<file path="src/rtl/gfx_cfg_pkg.sv">
package gfx_cfg_pkg;

  localparam int unsigned CM_W = 4;
  localparam logic [CM_W-1:0] IN_CM_LAST  = 4'd10;
  localparam logic [CM_W-1:0] OUT_CM_LAST = 4'd4;

  typedef enum logic [1:0] {
    XM_COPY  = 2'd0,
    XM_CONV  = 2'd1,
    XM_BLEND = 2'd2,
    XM_FILL  = 2'd3
  } xfer_mode_e;

  typedef enum logic [1:0] {
    AL_BYTE = 2'd0,
    AL_HALF = 2'd1,
    AL_WORD = 2'd2
  } align_e;

  function automatic align_e in_align(logic [CM_W-1:0] cm);
    case (cm)
      4'd0:                   return AL_WORD;
      4'd2, 4'd3, 4'd4, 4'd7: return AL_HALF;
      default:                return AL_BYTE;
    endcase
  endfunction

  function automatic align_e out_align(logic [CM_W-1:0] cm);
    case (cm)
      4'd0:             return AL_WORD;
      4'd2, 4'd3, 4'd4: return AL_HALF;
      default:          return AL_BYTE;
    endcase
  endfunction

  function automatic logic is_nibble(logic [CM_W-1:0] cm);
    return (cm == 4'd8) || (cm == 4'd10);
  endfunction

  function automatic logic misaligned(align_e a, logic [1:0] lo);
    case (a)
      AL_WORD: return |lo;
      AL_HALF: return lo[0];
      default: return 1'b0;
    endcase
  endfunction

endpackage

</file>
<file path="src/rtl/gfx_layer_chk.sv">
module gfx_layer_chk
  import gfx_cfg_pkg::*;
#(
  parameter int unsigned OFW = 14,
  parameter int unsigned PW  = 14
) (
  input  logic            en_i,
  input  logic [1:0]      addr_lo_i,
  input  logic [CM_W-1:0] cm_i,
  input  logic [OFW-1:0]  off_i,
  input  logic [PW-1:0]   ppl_i,
  output logic            err_o
);

  logic cm_bad, algn_bad, odd_bad;

  always_comb begin
    cm_bad   = cm_i > IN_CM_LAST;
    algn_bad = misaligned(in_align(cm_i), addr_lo_i);
    odd_bad  = is_nibble(cm_i) && (ppl_i[0] || off_i[0]);
    err_o    = en_i && (cm_bad || algn_bad || odd_bad);
  end


  always_comb begin
    if (en_i && is_nibble(cm_i) && ppl_i[0]) begin
      odd_ppl_chk: assert (err_o);
    end
  end

  logic [OFW-2:0] unused_off;
  logic [PW-2:0]  unused_ppl;
  assign unused_off = off_i[OFW-1:1];
  assign unused_ppl = ppl_i[PW-1:1];

endmodule

</file>
<file path="src/rtl/gfx_out_chk.sv">
module gfx_out_chk
  import gfx_cfg_pkg::*;
(
  input  logic            en_i,
  input  logic [1:0]      addr_lo_i,
  input  logic [CM_W-1:0] cm_i,
  output logic            err_o
);

  always_comb begin
    err_o = en_i && ((cm_i > OUT_CM_LAST) ||
                     misaligned(out_align(cm_i), addr_lo_i));
  end


  always_comb begin
    if (en_i && cm_i > OUT_CM_LAST) begin
      out_cm_chk: assert (err_o);
    end
  end

endmodule

</file>
<file path="src/rtl/gfx_pal_chk.sv">
module gfx_pal_chk (
  input  logic       ld_i,
  input  logic [1:0] addr_lo_i,
  input  logic       cm_i,
  output logic       err_o
);

  // cm_i 0: 32-bit entries, word aligned; 1: 24-bit entries, byte aligned
  assign err_o = ld_i && !cm_i && (|addr_lo_i);


  always_comb begin
    if (!ld_i) begin
      pal_idle_chk: assert (!err_o);
    end
  end

endmodule

</file>
<file path="src/rtl/gfx_cfg_check.sv">
module gfx_cfg_check
  import gfx_cfg_pkg::*;
#(
  parameter int unsigned AW  = 32,
  parameter int unsigned OFW = 14,
  parameter int unsigned PW  = 14,
  parameter int unsigned LW  = 16
) (
  input  logic            clk_i,
  input  logic            rst_ni,
  input  logic            start_i,
  input  logic            err_clr_i,
  input  logic [1:0]      mode_i,
  input  logic [AW-1:0]   fg_addr_i,
  input  logic [CM_W-1:0] fg_cm_i,
  input  logic [OFW-1:0]  fg_off_i,
  input  logic [AW-1:0]   bg_addr_i,
  input  logic [CM_W-1:0] bg_cm_i,
  input  logic [OFW-1:0]  bg_off_i,
  input  logic [AW-1:0]   out_addr_i,
  input  logic [CM_W-1:0] out_cm_i,
  input  logic [PW-1:0]   ppl_i,
  input  logic [LW-1:0]   nl_i,
  input  logic            fg_pal_ld_i,
  input  logic [AW-1:0]   fg_pal_addr_i,
  input  logic            fg_pal_cm_i,
  input  logic            bg_pal_ld_i,
  input  logic [AW-1:0]   bg_pal_addr_i,
  input  logic            bg_pal_cm_i,
  output logic            start_ok_o,
  output logic            cfg_err_pulse_o,
  output logic            cfg_err_flag_o
);

  localparam int unsigned NLAY = 2;

  xfer_mode_e mode;
  assign mode = xfer_mode_e'(mode_i);

  logic            lay_en   [NLAY];
  logic [1:0]      lay_alo  [NLAY];
  logic [CM_W-1:0] lay_cm   [NLAY];
  logic [OFW-1:0]  lay_off  [NLAY];
  logic            lay_err  [NLAY];
  logic            pal_ld   [NLAY];
  logic [1:0]      pal_alo  [NLAY];
  logic            pal_cm   [NLAY];
  logic            pal_err  [NLAY];

  assign lay_en[0]  = mode != XM_FILL;
  assign lay_en[1]  = mode == XM_BLEND;
  assign lay_alo[0] = fg_addr_i[1:0];
  assign lay_alo[1] = bg_addr_i[1:0];
  assign lay_cm[0]  = fg_cm_i;
  assign lay_cm[1]  = bg_cm_i;
  assign lay_off[0] = fg_off_i;
  assign lay_off[1] = bg_off_i;
  assign pal_ld[0]  = fg_pal_ld_i;
  assign pal_ld[1]  = bg_pal_ld_i;
  assign pal_alo[0] = fg_pal_addr_i[1:0];
  assign pal_alo[1] = bg_pal_addr_i[1:0];
  assign pal_cm[0]  = fg_pal_cm_i;
  assign pal_cm[1]  = bg_pal_cm_i;

  for (genvar g = 0; g < NLAY; g++) begin : g_lay
    gfx_layer_chk #(.OFW(OFW), .PW(PW)) u_lay (
      .en_i     (lay_en[g]),
      .addr_lo_i(lay_alo[g]),
      .cm_i     (lay_cm[g]),
      .off_i    (lay_off[g]),
      .ppl_i    (ppl_i),
      .err_o    (lay_err[g])
    );
    gfx_pal_chk u_pal (
      .ld_i     (pal_ld[g]),
      .addr_lo_i(pal_alo[g]),
      .cm_i     (pal_cm[g]),
      .err_o    (pal_err[g])
    );
  end

  logic out_err;
  gfx_out_chk u_out (
    .en_i     (mode != XM_COPY),
    .addr_lo_i(out_addr_i[1:0]),
    .cm_i     (out_cm_i),
    .err_o    (out_err)
  );

  logic dim_err, cfg_bad;
  assign dim_err = (nl_i == '0) || (ppl_i == '0);
  assign cfg_bad = dim_err || out_err || lay_err[0] || lay_err[1] ||
                   pal_err[0] || pal_err[1];

  logic ok_q, errp_q, flag_q, armed_q;

  always_ff @(posedge clk_i or negedge rst_ni) begin
    if (!rst_ni) begin
      ok_q    <= 1'b0;
      errp_q  <= 1'b0;
      flag_q  <= 1'b0;
      armed_q <= 1'b0;
    end else begin
      armed_q <= 1'b1;
      ok_q    <= start_i && !cfg_bad;
      errp_q  <= start_i && cfg_bad;
      if (start_i && cfg_bad) flag_q <= 1'b1;   // set wins over clear
      else if (err_clr_i)     flag_q <= 1'b0;
    end
  end

  assign start_ok_o      = ok_q;
  assign cfg_err_pulse_o = errp_q;
  assign cfg_err_flag_o  = flag_q;

  logic unused_addr;
  assign unused_addr = ^{fg_addr_i[AW-1:2], bg_addr_i[AW-1:2], out_addr_i[AW-1:2],
                         fg_pal_addr_i[AW-1:2], bg_pal_addr_i[AW-1:2]};


  ok_after_start_chk: assert property (@(posedge clk_i) disable iff (!rst_ni)
    start_ok_o |-> $past(start_i));


  one_outcome_chk: assert property (@(posedge clk_i) disable iff (!rst_ni)
    (armed_q && $past(start_i)) |-> (start_ok_o ^ cfg_err_pulse_o));


  flag_hold_chk: assert property (@(posedge clk_i) disable iff (!rst_ni)
    (cfg_err_flag_o && !err_clr_i) |=> cfg_err_flag_o);


  flag_rise_chk: assert property (@(posedge clk_i) disable iff (!rst_ni)
    $rose(cfg_err_flag_o) |-> cfg_err_pulse_o);


  dim_zero_chk: assert property (@(posedge clk_i) disable iff (!rst_ni)
    (start_i && (nl_i == '0 || ppl_i == '0)) |=> cfg_err_pulse_o);

endmodule

</file>
<file path="config.mk">
export PLATFORM = sky130hd
export DESIGN_NAME = gfx_cfg_check
export DESIGN_NICKNAME = d
export VERILOG_FILES = /design/src/rtl/gfx_cfg_pkg.sv /design/src/rtl/gfx_layer_chk.sv /design/src/rtl/gfx_out_chk.sv /design/src/rtl/gfx_pal_chk.sv /design/src/rtl/gfx_cfg_check.sv
export SDC_FILE = /design/constraint.sdc
export NUM_CORES = 1
export LEC_CHECK = 0
export ABC_CLOCK_PERIOD_IN_PS = 1250
export BUFFER_PORTS_ARGS = -buffer_cell sky130_fd_sc_hd__buf_2
export CAP_MARGIN = 20
export CORE_AREA = 2 2 94 96
export CTS_BUF_LIST = sky130_fd_sc_hd__clkbuf_4 sky130_fd_sc_hd__clkbuf_8 sky130_fd_sc_hd__clkbuf_16
export DETAILED_ROUTE_END_ITERATION = 12
export DIE_AREA = 0 0 96 98
export GPL_TIMING_DRIVEN = 0
export REMOVE_ABC_BUFFERS = 1
export SETUP_SLACK_MARGIN = 0.02
export SLEW_MARGIN = 20
export SYNTH_ARGS = -nofsm -noshare
export SYNTH_HDL_FRONTEND = slang
export SYNTH_SLANG_ARGS = --single-unit
</file>
<file path="constraint.sdc">
create_clock -name clk_i -period 1.25 [get_ports clk_i]
set_clock_uncertainty 0.15 [all_clocks]
set_input_delay 0.125 -clock clk_i [delete_from_list [all_inputs] [get_ports clk_i]]
set_output_delay 0.125 -clock clk_i [all_outputs]
set_load 0.005 [all_outputs]
</file>
==> results by group <==
Logic synthesis
  – Unique masters post-synth: 22
  – Mapped Area: 498 µm²
  – FF+latch count, synth: 3
  – Post-synthesis simple-gate area fraction: 35.7%
  – Adder-Cell Fraction of Synth Area: 15.1%
  – Mean Syn Cell Area: 7.22 µm²
  – Post-Synth XOR/XNOR Area: 3.52%
  – Sequential fraction of the synthesis area: 15.1%
  – Synth Area in Compound Gates: 22.4%
  – Cells after Synth: 69
  – Largest family of logic cells by synthesized area: simple AND/OR/NAND/NOR gates
  – Yosys warnings: 0
  – Post-synthesis mux area share: 0%

Worst setup path
  – CP Capture Type: flop
  – Required time of the critical path: 1.20 ns
  – Maximum fanout along the worst path: 3
  – Worst Setup EP: cfg_err_flag_o$_DFFE_PN0P_
  – R2R setup slack: 0.38 ns
  – Levels on crit path: 8
  – RR Endpoint: cfg_err_flag_o$_DFFE_PN0P_
  – Worst r2r path cells: 1
  – Slowest Stage Delay on Critical Path: 0.55 ns
  – Number of buffers and inverters on the critical path: 1
  – Slowest cell on crit path: or4_4
  – Crit path DAT: 1.94 ns
  – CP delay by family, top: compound AO/OA/AOI/OAI gates
  – Crit path kind: primary input to flop
  – Reg-to-Reg Start: cfg_err_flag_o$_DFFE_PN0P_
  – Setup crit start kind: primary input
  – CP Launch Point: fg_cm_i[1]
  – CP cell instances: buf_8 -> or4_4 -> ha_4 -> o21ai_2 -> a21oi_2 -> o41ai_2 -> nand4_1 -> a22o_1

Layout
  – Util after Layout: 13.4%
  – Most frequent cells in the layout: 63 x buf_2, 11 x inv_1, 8 x nor4_1, 7 x nor2_1, 5 x nand2_1
  – Share of cells above drive strength 1: 59.0%
  – NumNets Final: 391
  – Commonest non-fill, non-tap cell in the layout: buf_2
  – P&R area growth vs syn: 128%
  – Post-Layout Inst Area: 1140 µm²
  – Final antenna diode count: 0

Power and ir drop
  – Worst vdd ir: 0.622 mV
  – Leakage power: 0.549 nW
  – Power Density: 585 nW/µm²

STA
  – Fin crit period: 1.99 ns
  – Max-slew violation count: 0
  – RSZ-0062 raised after global routing: yes
  – Fin. Hold Viols: 0
  – Crit share post-route: 159%
  – Slew at the pin closest to its max-slew limit: 0.390 ns
  – Setup ws final: -0.743 ns
  – Final setup viols: 3
  – Slew margin rel.: 73.9%
  – Fmax: 0.502 GHz

Floorplanning
  – Starting Density: 5.88%
  – Row Count: 34
  – Die Width: 96 µm
  – DIE AREA: 9410 µm²
  – Die Span Y: 98 µm
  – Core footprint: 8470 µm²
  – Io pins: 243

Placement
  – RePlAce Congestion: 0.759
  – Final HPWL DP: 2.10 mm
  – Placed Area: 963 µm²
  – IO Port Bufs: 66
  – Post-place setup slack: -1.09 ns

Clocking
  – Max clock buf depth: 2
  – Worst-path clk slew: 0.03 ns
  – H-tree depth: 1
  – Root Buffer Master: clkbuf_8
  – Num CTS Buffers: 3
  – CTS Sinks: 3
  – CTS tree: yes
  – Clock latency on the worst-skew pair: 0.22 ns

Route
  – DR pass1 iterations: 2
  – Total Wirelength: 2.29 mm
  – Initial drt markers: 9
  – Post-route ant nets: 0
  – DRC: 0
  – WL/cell: 9.07 µm
  – Via Count: 820
  – Via density: 3.25

Global routing
  – Total global-route track usage: 4.80%
  – Largest net degree at the start of global routing: 5
  – First-pass GRT wire length: 3.44 mm
  – Initial antenna violation count: 0
  – Vias in the first global route: 841
  – Gr ovfl total: 0

Job
  – Max_cap viols: 0

Run status
  – Failing checks: setup timing
  – Status: complete, but fails checks

Min path
  – Min-delay worst type: primary input to flop
-- cell type report --
class                   instances  area, µm²
inverters                      11       41.3
fillers                       961       7330
well taps                     108        135
flip-flops and latches          3       75.1
repair buffers                 71        399
multi-input cells              55        438
clock buffers                   4       48.8
-- kinds of logic (layout without fill, tap and decap cells) --
| group | count (synthesis) | count (layout) |
|---|---|---|
| AOI/OAI and AO/OA | 15 | 15 |
| DFF | 3 | 3 |
| and+or+nand+nor | 32 | 32 |
| adders and majority gates | 6 | 6 |
| buffers and inverters | 11 | 86 |
| xor gates and xnor gates | 2 | 2 |
-- synthesized netlist by cell type (all sizes together) --
| cell type | number | area [µm²] |
|---|---|---|
| inv | 11 | 41.3 |
| nor4 | 9 | 62.6 |
| nor2 | 8 | 30.0 |
| ha | 6 | 75.1 |
| nand2 | 5 | 18.8 |
| a21oi | 3 | 15.0 |
| dfrtp | 3 | 75.1 |
| nand4 | 3 | 18.8 |
| o21ai | 3 | 15.0 |
| or4 | 3 | 22.5 |
| a211oi | 2 | 15.0 |
| nor2b | 2 | 12.5 |
| o21a | 2 | 15.0 |
| xnor2 | 2 | 17.5 |
| a22o | 1 | 8.76 |
| and2 | 1 | 6.26 |
| nand2b | 1 | 6.26 |
| o211ai | 1 | 7.51 |
| o311a | 1 | 10.0 |
| o32ai | 1 | 8.76 |
| o41ai | 1 | 16.3 |
-- power breakdown --
group	leakage [nW]	switching, mW	internal [mW]	total, mW
Sequential	0.0370	0.00379	0.106	0.110
Clock	0.0262	0.0637	0.239	0.303
Combinational	0.486	0.104	0.149	0.253
-- state kept, by name (all words and copies together), names as in the netlist --
signal	cells
cfg_err_flag_o	1
cfg_err_pulse_o	1
start_ok_o	1
-- routing by layer --
layer	vias up	track usage [%]	part of all wire [%]
met4	0	1.65	0.92
met3	2	0.926	9.6
li1	405	-	-
met2	54	9.03	50
met5	-	0	0
met1	359	5.19	39
-- worst min path at each step --
stage,from,cells after the start,slack [ns],endpoint
3_5_place_dp,rst_ni,1,-0.22,cfg_err_flag_o$_DFFE_PN0P_
2_1_floorplan,rst_ni,0,-0.32,cfg_err_flag_o$_DFFE_PN0P_
4_1_cts,err_clr_i,3,0.04,cfg_err_flag_o$_DFFE_PN0P_
3_3_place_gp,rst_ni,1,-0.23,cfg_err_flag_o$_DFFE_PN0P_
6_report,err_clr_i,3,0.05,cfg_err_flag_o$_DFFE_PN0P_
5_1_grt,err_clr_i,3,0.06,cfg_err_flag_o$_DFFE_PN0P_
-- through the flow --
stage / setup TNS (ns) / hold WS (ns) / std cells / power [mW]
floorplan: -1.99 / -0.321 / 69 / 0.182
global placement: -2.88 / -0.227 / 243 / 0.316
detailed placement: -3.12 / -0.225 / 243 / 0.324
CTS: -2.32 / 0.0442 / 250 / 0.654
global route: -2.41 / 0.0645 / 252 / 0.722
finish: -2.07 / 0.0454 / 252 / 0.665
-- timing repair --
action,CTS,global route
hold endpoints to repair,4,0
hold buffers,2,0
pin swaps,5,9
setup endpoints to repair,3,3
gates cloned,0,0
setup buffers,1,2
gates resized for setup,6,13
Power figures use the tool's default switching activity.
